===== config.mk =====
export PLATFORM = sky130hd
export DESIGN_NAME = utopia_rx_master
export DESIGN_NICKNAME = d
export VERILOG_FILES = /design/src/rtl/utrx_pkg.sv /design/src/rtl/utrx_enable_ctrl.sv /design/src/rtl/utrx_word_cap.sv /design/src/rtl/utrx_cell_judge.sv /design/src/rtl/utopia_rx_master.sv
export SDC_FILE = /design/constraint.sdc
export NUM_CORES = 1
export LEC_CHECK = 0
export BUFFER_PORTS_ARGS = -buffer_cell sky130_fd_sc_hd__buf_2
export CORE_AREA = 2 2 73 75
export DETAILED_ROUTE_END_ITERATION = 16
export DIE_AREA = 0 0 75 77
export PLACE_DENSITY = 0.89
export SYNTH_ARGS = -nofsm -noshare
export SYNTH_HDL_FRONTEND = slang
export SYNTH_HIERARCHICAL = 1
export SYNTH_SLANG_ARGS = --single-unit

===== constraint.sdc =====
create_clock -name clk -period 2.4 [get_ports clk]
set_input_delay 0.36 -clock clk [delete_from_list [all_inputs] [get_ports clk]]
set_output_delay 0.36 -clock clk [all_outputs]
set_load 0.01 [all_outputs]

===== src/rtl/utrx_pkg.sv =====
package utrx_pkg;

    localparam int UT_WORD_W = 16;
    localparam int UT_CFG_W  = 8;
    localparam int UT_IDX_W  = UT_CFG_W - 1;

    // word held between capture and judgement
    typedef struct packed {
        logic                  valid;
        logic [UT_WORD_W-1:0]  data;
        logic [UT_IDX_W-1:0]   idx;
        logic                  perr;
    } ut_word_t;

    // error cause code: bit 1 length, bit 0 parity
    typedef struct packed {
        logic len;
        logic par;
    } ut_cause_t;

    function automatic logic ut_odd_ok(input logic [UT_WORD_W-1:0] d, input logic p);
        return ^{d, p};
    endfunction

    function automatic logic [UT_IDX_W-1:0] ut_words(input logic [UT_CFG_W-1:0] bytes);
        return UT_IDX_W'(bytes >> 1);
    endfunction

endpackage


===== src/rtl/utrx_enable_ctrl.sv =====
module utrx_enable_ctrl
    import utrx_pkg::*;
#(
    parameter int IDX_W = UT_IDX_W
) (
    input  logic             clk,
    input  logic             rst,
    input  logic             cell_avail,
    input  logic             bus_active,
    input  logic [IDX_W-1:0] bus_idx,
    input  logic [IDX_W-1:0] n_words,
    output logic             en_o
);

    logic en_q;
    logic en_d;

    always_comb begin
        en_d = en_q;
        if (bus_active) begin
            // decision point two words ahead of the cell's end
            if (bus_idx == n_words - IDX_W'(3)) en_d = cell_avail;
        end else if (!en_q) begin
            en_d = cell_avail;
        end
    end

    always_ff @(posedge clk) begin
        if (rst) en_q <= 1'b0;
        else     en_q <= en_d;
    end

    assign en_o = en_q;

    a_r1_enable_after_avail: assert property (@(posedge clk) disable iff (rst)
        $rose(en_q) |-> $past(cell_avail));

    a_r4_hold_mid_cell: assert property (@(posedge clk) disable iff (rst)
        (bus_active && bus_idx != n_words - IDX_W'(3)) |=> $stable(en_q));

endmodule


===== src/rtl/utrx_word_cap.sv =====
module utrx_word_cap
    import utrx_pkg::*;
#(
    parameter int WORD_W = UT_WORD_W,
    parameter int IDX_W  = UT_IDX_W
) (
    input  logic              clk,
    input  logic              rst,
    input  logic              par_en,
    input  logic [IDX_W-1:0]  n_words,
    input  logic              bus_soc,
    input  logic [WORD_W-1:0] bus_data,
    input  logic              bus_par,
    output logic              bus_active,
    output logic [IDX_W-1:0]  bus_idx,
    output logic              trunc,
    output ut_word_t          s1
);

    logic [IDX_W-1:0] cnt_q;
    logic             in_cell;

    always_comb begin
        in_cell    = (cnt_q != '0);
        bus_active = bus_soc || in_cell;
        bus_idx    = bus_soc ? '0 : cnt_q;
        trunc      = bus_soc && in_cell;
    end

    always_ff @(posedge clk) begin
        if (rst) begin
            cnt_q <= '0;
            s1    <= '0;
        end else begin
            s1.valid <= bus_active;
            if (bus_active) begin
                s1.data <= bus_data;
                s1.idx  <= bus_idx;
                s1.perr <= par_en && !ut_odd_ok(bus_data, bus_par);
                cnt_q   <= (bus_idx == n_words - IDX_W'(1)) ? '0 : bus_idx + IDX_W'(1);
            end
        end
    end

    a_r2_idx_in_cell: assert property (@(posedge clk) disable iff (rst)
        s1.valid |-> (s1.idx < n_words));

    a_r6_trunc_restarts: assert property (@(posedge clk) disable iff (rst)
        trunc |=> (s1.valid && s1.idx == '0));

endmodule


===== src/rtl/utrx_cell_judge.sv =====
module utrx_cell_judge
    import utrx_pkg::*;
#(
    parameter int WORD_W = UT_WORD_W,
    parameter int IDX_W  = UT_IDX_W
) (
    input  logic              clk,
    input  logic              rst,
    input  logic              par_en,
    input  logic [IDX_W-1:0]  n_words,
    input  ut_word_t          s1,
    input  logic              trunc,
    output logic              cb_valid,
    output logic [WORD_W-1:0] cb_data,
    output logic              cb_last,
    output logic              cb_discard,
    output logic              err_pulse,
    output ut_cause_t         err_cause
);

    logic      perr_acc_q;
    logic      last_now;
    logic      par_bad;
    logic      bad;
    ut_cause_t cause_d;

    always_comb begin
        last_now    = s1.valid && ((s1.idx == n_words - IDX_W'(1)) || trunc);
        par_bad     = perr_acc_q | s1.perr;
        bad         = par_bad | trunc;
        cause_d.len = trunc;
        cause_d.par = par_bad;
    end

    always_ff @(posedge clk) begin
        if (rst) begin
            cb_valid   <= 1'b0;
            cb_data    <= '0;
            cb_last    <= 1'b0;
            cb_discard <= 1'b0;
            err_pulse  <= 1'b0;
            err_cause  <= '0;
            perr_acc_q <= 1'b0;
        end else begin
            cb_valid   <= s1.valid;
            cb_data    <= s1.data;
            cb_last    <= last_now;
            cb_discard <= last_now && bad;
            err_pulse  <= last_now && bad;
            err_cause  <= (last_now && bad) ? cause_d : '0;
            if (s1.valid) perr_acc_q <= last_now ? 1'b0 : par_bad;
        end
    end

    // verification-only word counter per delivered cell
    logic [IDX_W-1:0] seen_q;
    always_ff @(posedge clk) begin
        if (rst)           seen_q <= '0;
        else if (cb_valid) seen_q <= cb_last ? '0 : seen_q + IDX_W'(1);
    end

    a_r3_good_cell_length: assert property (@(posedge clk) disable iff (rst)
        (cb_valid && cb_last && !cb_discard) |-> (seen_q == n_words - IDX_W'(1)));

    a_r8_pulse_on_last: assert property (@(posedge clk) disable iff (rst)
        err_pulse |-> (cb_valid && cb_last && cb_discard));

    a_r8_cause_nonzero: assert property (@(posedge clk) disable iff (rst)
        err_pulse |-> (err_cause != '0));

    a_r8_cause_quiet: assert property (@(posedge clk) disable iff (rst)
        !err_pulse |-> (err_cause == '0));

    a_r7_parity_gated: assert property (@(posedge clk) disable iff (rst)
        (err_pulse && err_cause.par) |-> $past(par_en, 2));

endmodule


===== src/rtl/utopia_rx_master.sv =====
module utopia_rx_master
    import utrx_pkg::*;
(
    input  logic                 clk,
    input  logic                 rst,
    input  logic                 cfg_parity_en,
    input  logic [UT_CFG_W-1:0]  cfg_cell_bytes,
    input  logic                 ph_cell_avail,
    output logic                 ph_rd_en_n,
    input  logic                 ph_soc,
    input  logic [UT_WORD_W-1:0] ph_data,
    input  logic                 ph_parity,
    output logic                 cb_valid,
    output logic [UT_WORD_W-1:0] cb_data,
    output logic                 cb_last,
    output logic                 cb_discard,
    output logic                 err_pulse,
    output logic [1:0]           err_status
);

    logic [UT_IDX_W-1:0] n_words;
    logic                bus_active;
    logic [UT_IDX_W-1:0] bus_idx;
    logic                trunc;
    logic                en;
    ut_word_t            s1;
    ut_cause_t           cause;

    assign n_words = ut_words(cfg_cell_bytes);

    utrx_word_cap #(.WORD_W(UT_WORD_W), .IDX_W(UT_IDX_W)) u_cap (
        .clk        (clk),
        .rst        (rst),
        .par_en     (cfg_parity_en),
        .n_words    (n_words),
        .bus_soc    (ph_soc),
        .bus_data   (ph_data),
        .bus_par    (ph_parity),
        .bus_active (bus_active),
        .bus_idx    (bus_idx),
        .trunc      (trunc),
        .s1         (s1)
    );

    utrx_enable_ctrl #(.IDX_W(UT_IDX_W)) u_en (
        .clk        (clk),
        .rst        (rst),
        .cell_avail (ph_cell_avail),
        .bus_active (bus_active),
        .bus_idx    (bus_idx),
        .n_words    (n_words),
        .en_o       (en)
    );

    utrx_cell_judge #(.WORD_W(UT_WORD_W), .IDX_W(UT_IDX_W)) u_judge (
        .clk        (clk),
        .rst        (rst),
        .par_en     (cfg_parity_en),
        .n_words    (n_words),
        .s1         (s1),
        .trunc      (trunc),
        .cb_valid   (cb_valid),
        .cb_data    (cb_data),
        .cb_last    (cb_last),
        .cb_discard (cb_discard),
        .err_pulse  (err_pulse),
        .err_cause  (cause)
    );

    assign ph_rd_en_n = ~en;
    assign err_status = cause;

    a_r9_reset_idle: assert property (@(posedge clk)
        $past(rst) |-> (ph_rd_en_n && !cb_valid && !err_pulse));

endmodule


==> metrics.yaml <==
status:
  status: "completed"
grt:
  antenna_found_initial: 0
  grt_overflow: 0
  grt.busiest_layer: "met2"
  grt_pass1_wl_um: 9540
  first_global_vias: 2201
  met2_usage_pct: 39.1
  grtUsageMet3_pct: 3.42
  grt_start_max_net_pins: 25
  grt_use_met1_pct: 22.9
  track_usage_pct: 21.0
setup_path:
  rrSetupSlack_ns: 0.48
  cp.required_ns: 2.60
  ff2ff_path_depth: 5
  path_class: "flip-flop to flip-flop"
  crit_arrival_ns: 2.12
  r2r-end: "u_cap/s1[0]$_SDFFE_PP0P_"
  crit_fanout: 16
  cp-start-kind: "flip-flop"
  worstSetupStartpoint: "u_cap/cnt_q[0]$_SDFFE_PP0P_"
  r2r-start: "u_cap/cnt_q[0]$_SDFFE_PP0P_"
  endpoint_kind: "flip-flop"
placement:
  io_buffers: 51
  dpl.hpwl_um: 4020
  gp_congestion: 0.842
timing:
  finalHoldViolCount: 0
  fin_crit_ns: 1.92
  setup_tns_ns: 0
  relSlewSlack_pct: 61.9
  setup-violations-final: 0
  drv_slew: 0
  max_freq_mhz: 520
  tightest_slew_ns: 0.569
  post-route-period-util_pct: 80.2
  rsz0062_at_grt: "false"
  worst_clock_skew_ns: 0.00794
finish:
  synthToLayoutAreaGrowth_pct: 15.5
  layout.nets: 382
  drive_gt1_share_pct: 22.7
  fillers: 413
  final_core_util_pct: 62.2
  regArea_um2: 1100
  diodes: 0
  multi_input_area_um2: 1480
yosys:
  synth_edf_count: 0
  syn_nets: 331
  synth_common_cells: "dfxtp_1, nand2_1, a21oi_1"
  syn_area_per_cell_um2: 9.03
  yosys.area.top_type: "dfxtp_1"
  syn-cell-area_um2: 2680
  ys_seq_area_share_pct: 41.1
  ys_warn_count: 6
  ys_top_cells_by_area: "dfxtp_1, xnor2_1, a21oi_1"
  synth_top_area_share_pct: 41.1
  syn_inst: 297
  synth_flop_cell: "dfxtp_1"
  async_reset_ff_share_pct: 0
  synth_cell_types: 50
  yosysMostFrequentCell: "dfxtp_1"
  ys_ff_latch: 55
die:
  dieArea_um2: 5780
  start_util_pct: 53.9
  rows: 26
  io_pins: 53
  coreArea_um2: 4980
  die_h_um: 77
  die_w_um: 75
clock_network:
  cts_setup_buffers: 0
  cts_buffer_depth: 2
  path_clk_slew_ns: 0.09
  cts_hold_buf: 0
  ctsResizeCount: 0
  cts.sinks: 55
  cts_buffers: 5
  clock_latency_ns: 0.31
  h-tree-depth: 2
  cts_tree: "built"
  root_buffer: "clkbuf_8"
detailed_routing:
  firstDrtPassIters: 4
  num_vias: 2162
  wl_per_cell_um: 13.5
  drtIter0Drc: 76
  postRouteAntennaNets: 0
  route.detailed.drc: 0
  vias_per_cell: 5.17
  wirelength_um: 5660
min_path:
  worstHoldEndpoint: "u_cap/s1[19]$_SDFFE_PP0P_"
  min_path_cells: 3
  hp-class: "input pin to flip-flop"
  hp-start: "ph_data[11]"
power_and_ir_drop:
  cellLeakagePower_nw: 1.34
  ir_worst_vdd_uv: 398
  p_per_area_nw_per_um2: 609
flow_run:
  drv_cap: 0
==> worst max-delay path by stage <==
stage                             endpoint  slack [ns]  depth (start not counted)
3_3_place_gp   u_cap/cnt_q[6]$_SDFFE_PP0P_        0.34                          8
4_1_cts           u_cap/s1[0]$_SDFFE_PP0P_        0.48                          5
6_report          u_cap/s1[0]$_SDFFE_PP0P_        0.48                          5
2_1_floorplan       u_en/en_o$_SDFFE_PP0P_        0.55                          7
3_5_place_dp   u_cap/cnt_q[6]$_SDFFE_PP0P_        0.27                          8
5_1_grt             u_en/en_o$_SDFFE_PP0P_        0.33                          6
==> flip-flops by register name (all words and copies together) (netlist names) <==
name                cells
u_judge/cb_valid        1
u_judge/err_pulse       1
u_judge/perr_acc_q      1
u_cap/s1               25
u_cap/cnt_q             7
u_en/en_o               1
u_judge/cb_data        16
u_judge/err_cause       2
u_judge/cb_last         1
==> metal layers <==
layer,vias up,wire length (um)
met5,-,0
met2,47,3070
met1,1020,2300
met3,13,189
li1,1082,-
met4,0,99
==> metrics by stage <==
stage               cell area (um^2)  setup slack, ns  hold WS [ns]  cells  total power [mW]
floorplan                       2680            0.554         0.427    297              1.22
global route                    3100            0.327         0.304    418              1.97
detailed placement              3000            0.266         0.441    411              1.32
global placement                3000            0.340         0.434    411              1.31
CTS                             3100            0.476         0.303    418              1.89
finish                          3100            0.475         0.306    418              1.89
==> final cells by class <==
class,instances,share of cell area [%]
clock buffers,6,2.34
clock inverters,1,0.969
inverters,10,1.21
multi-input cells,220,47.7
flip-flops and latches,55,35.5
well taps,70,2.83
repair buffers,56,9.45
==> worst max-delay path, cell delays in order (launching register included) <==
cell	delay [ns]
dfxtp_1	0.36
or4_4	0.57
nor3_4	0.23
buf_4	0.25
nor3b_1	0.08
a221o_1	0.34
==> cell families (layout without fill, tap and decap cells) <==
| family | after synthesis | in the layout | synth area share (%) |
|---|---|---|---|
| AND/OR/NAND/NOR | 115 | 115 | 23.6 |
| flip-flops | 55 | 55 | 41.1 |
| adder cells (fa/ha/maj) | 4 | 4 | 1.87 |
| AO/OA/AOI/OAI | 53 | 53 | 13.1 |
| XOR/XNOR | 48 | 48 | 16.5 |
| buffers and inverters | 22 | 73 | 3.87 |
==> layout by cell type (no fill, tap or decap), drive strengths merged, types with 6 or more instances in the layout <==
cell type,instances
inv,10
nor3,7
buf,56
xnor2,29
nor2b,24
clkbuf,6
a21oi,35
nor2,17
xor2,18
dfxtp,55
nand2,43
==> power by group <==
| group | total, mW | internal, mW | switching (mW) |
|---|---|---|---|
| logic | 0.328 | 0.148 | 0.180 |
| registers | 0.978 | 0.957 | 0.0213 |
| clock network | 0.580 | 0.306 | 0.274 |
(Power assumes the default switching activity.)
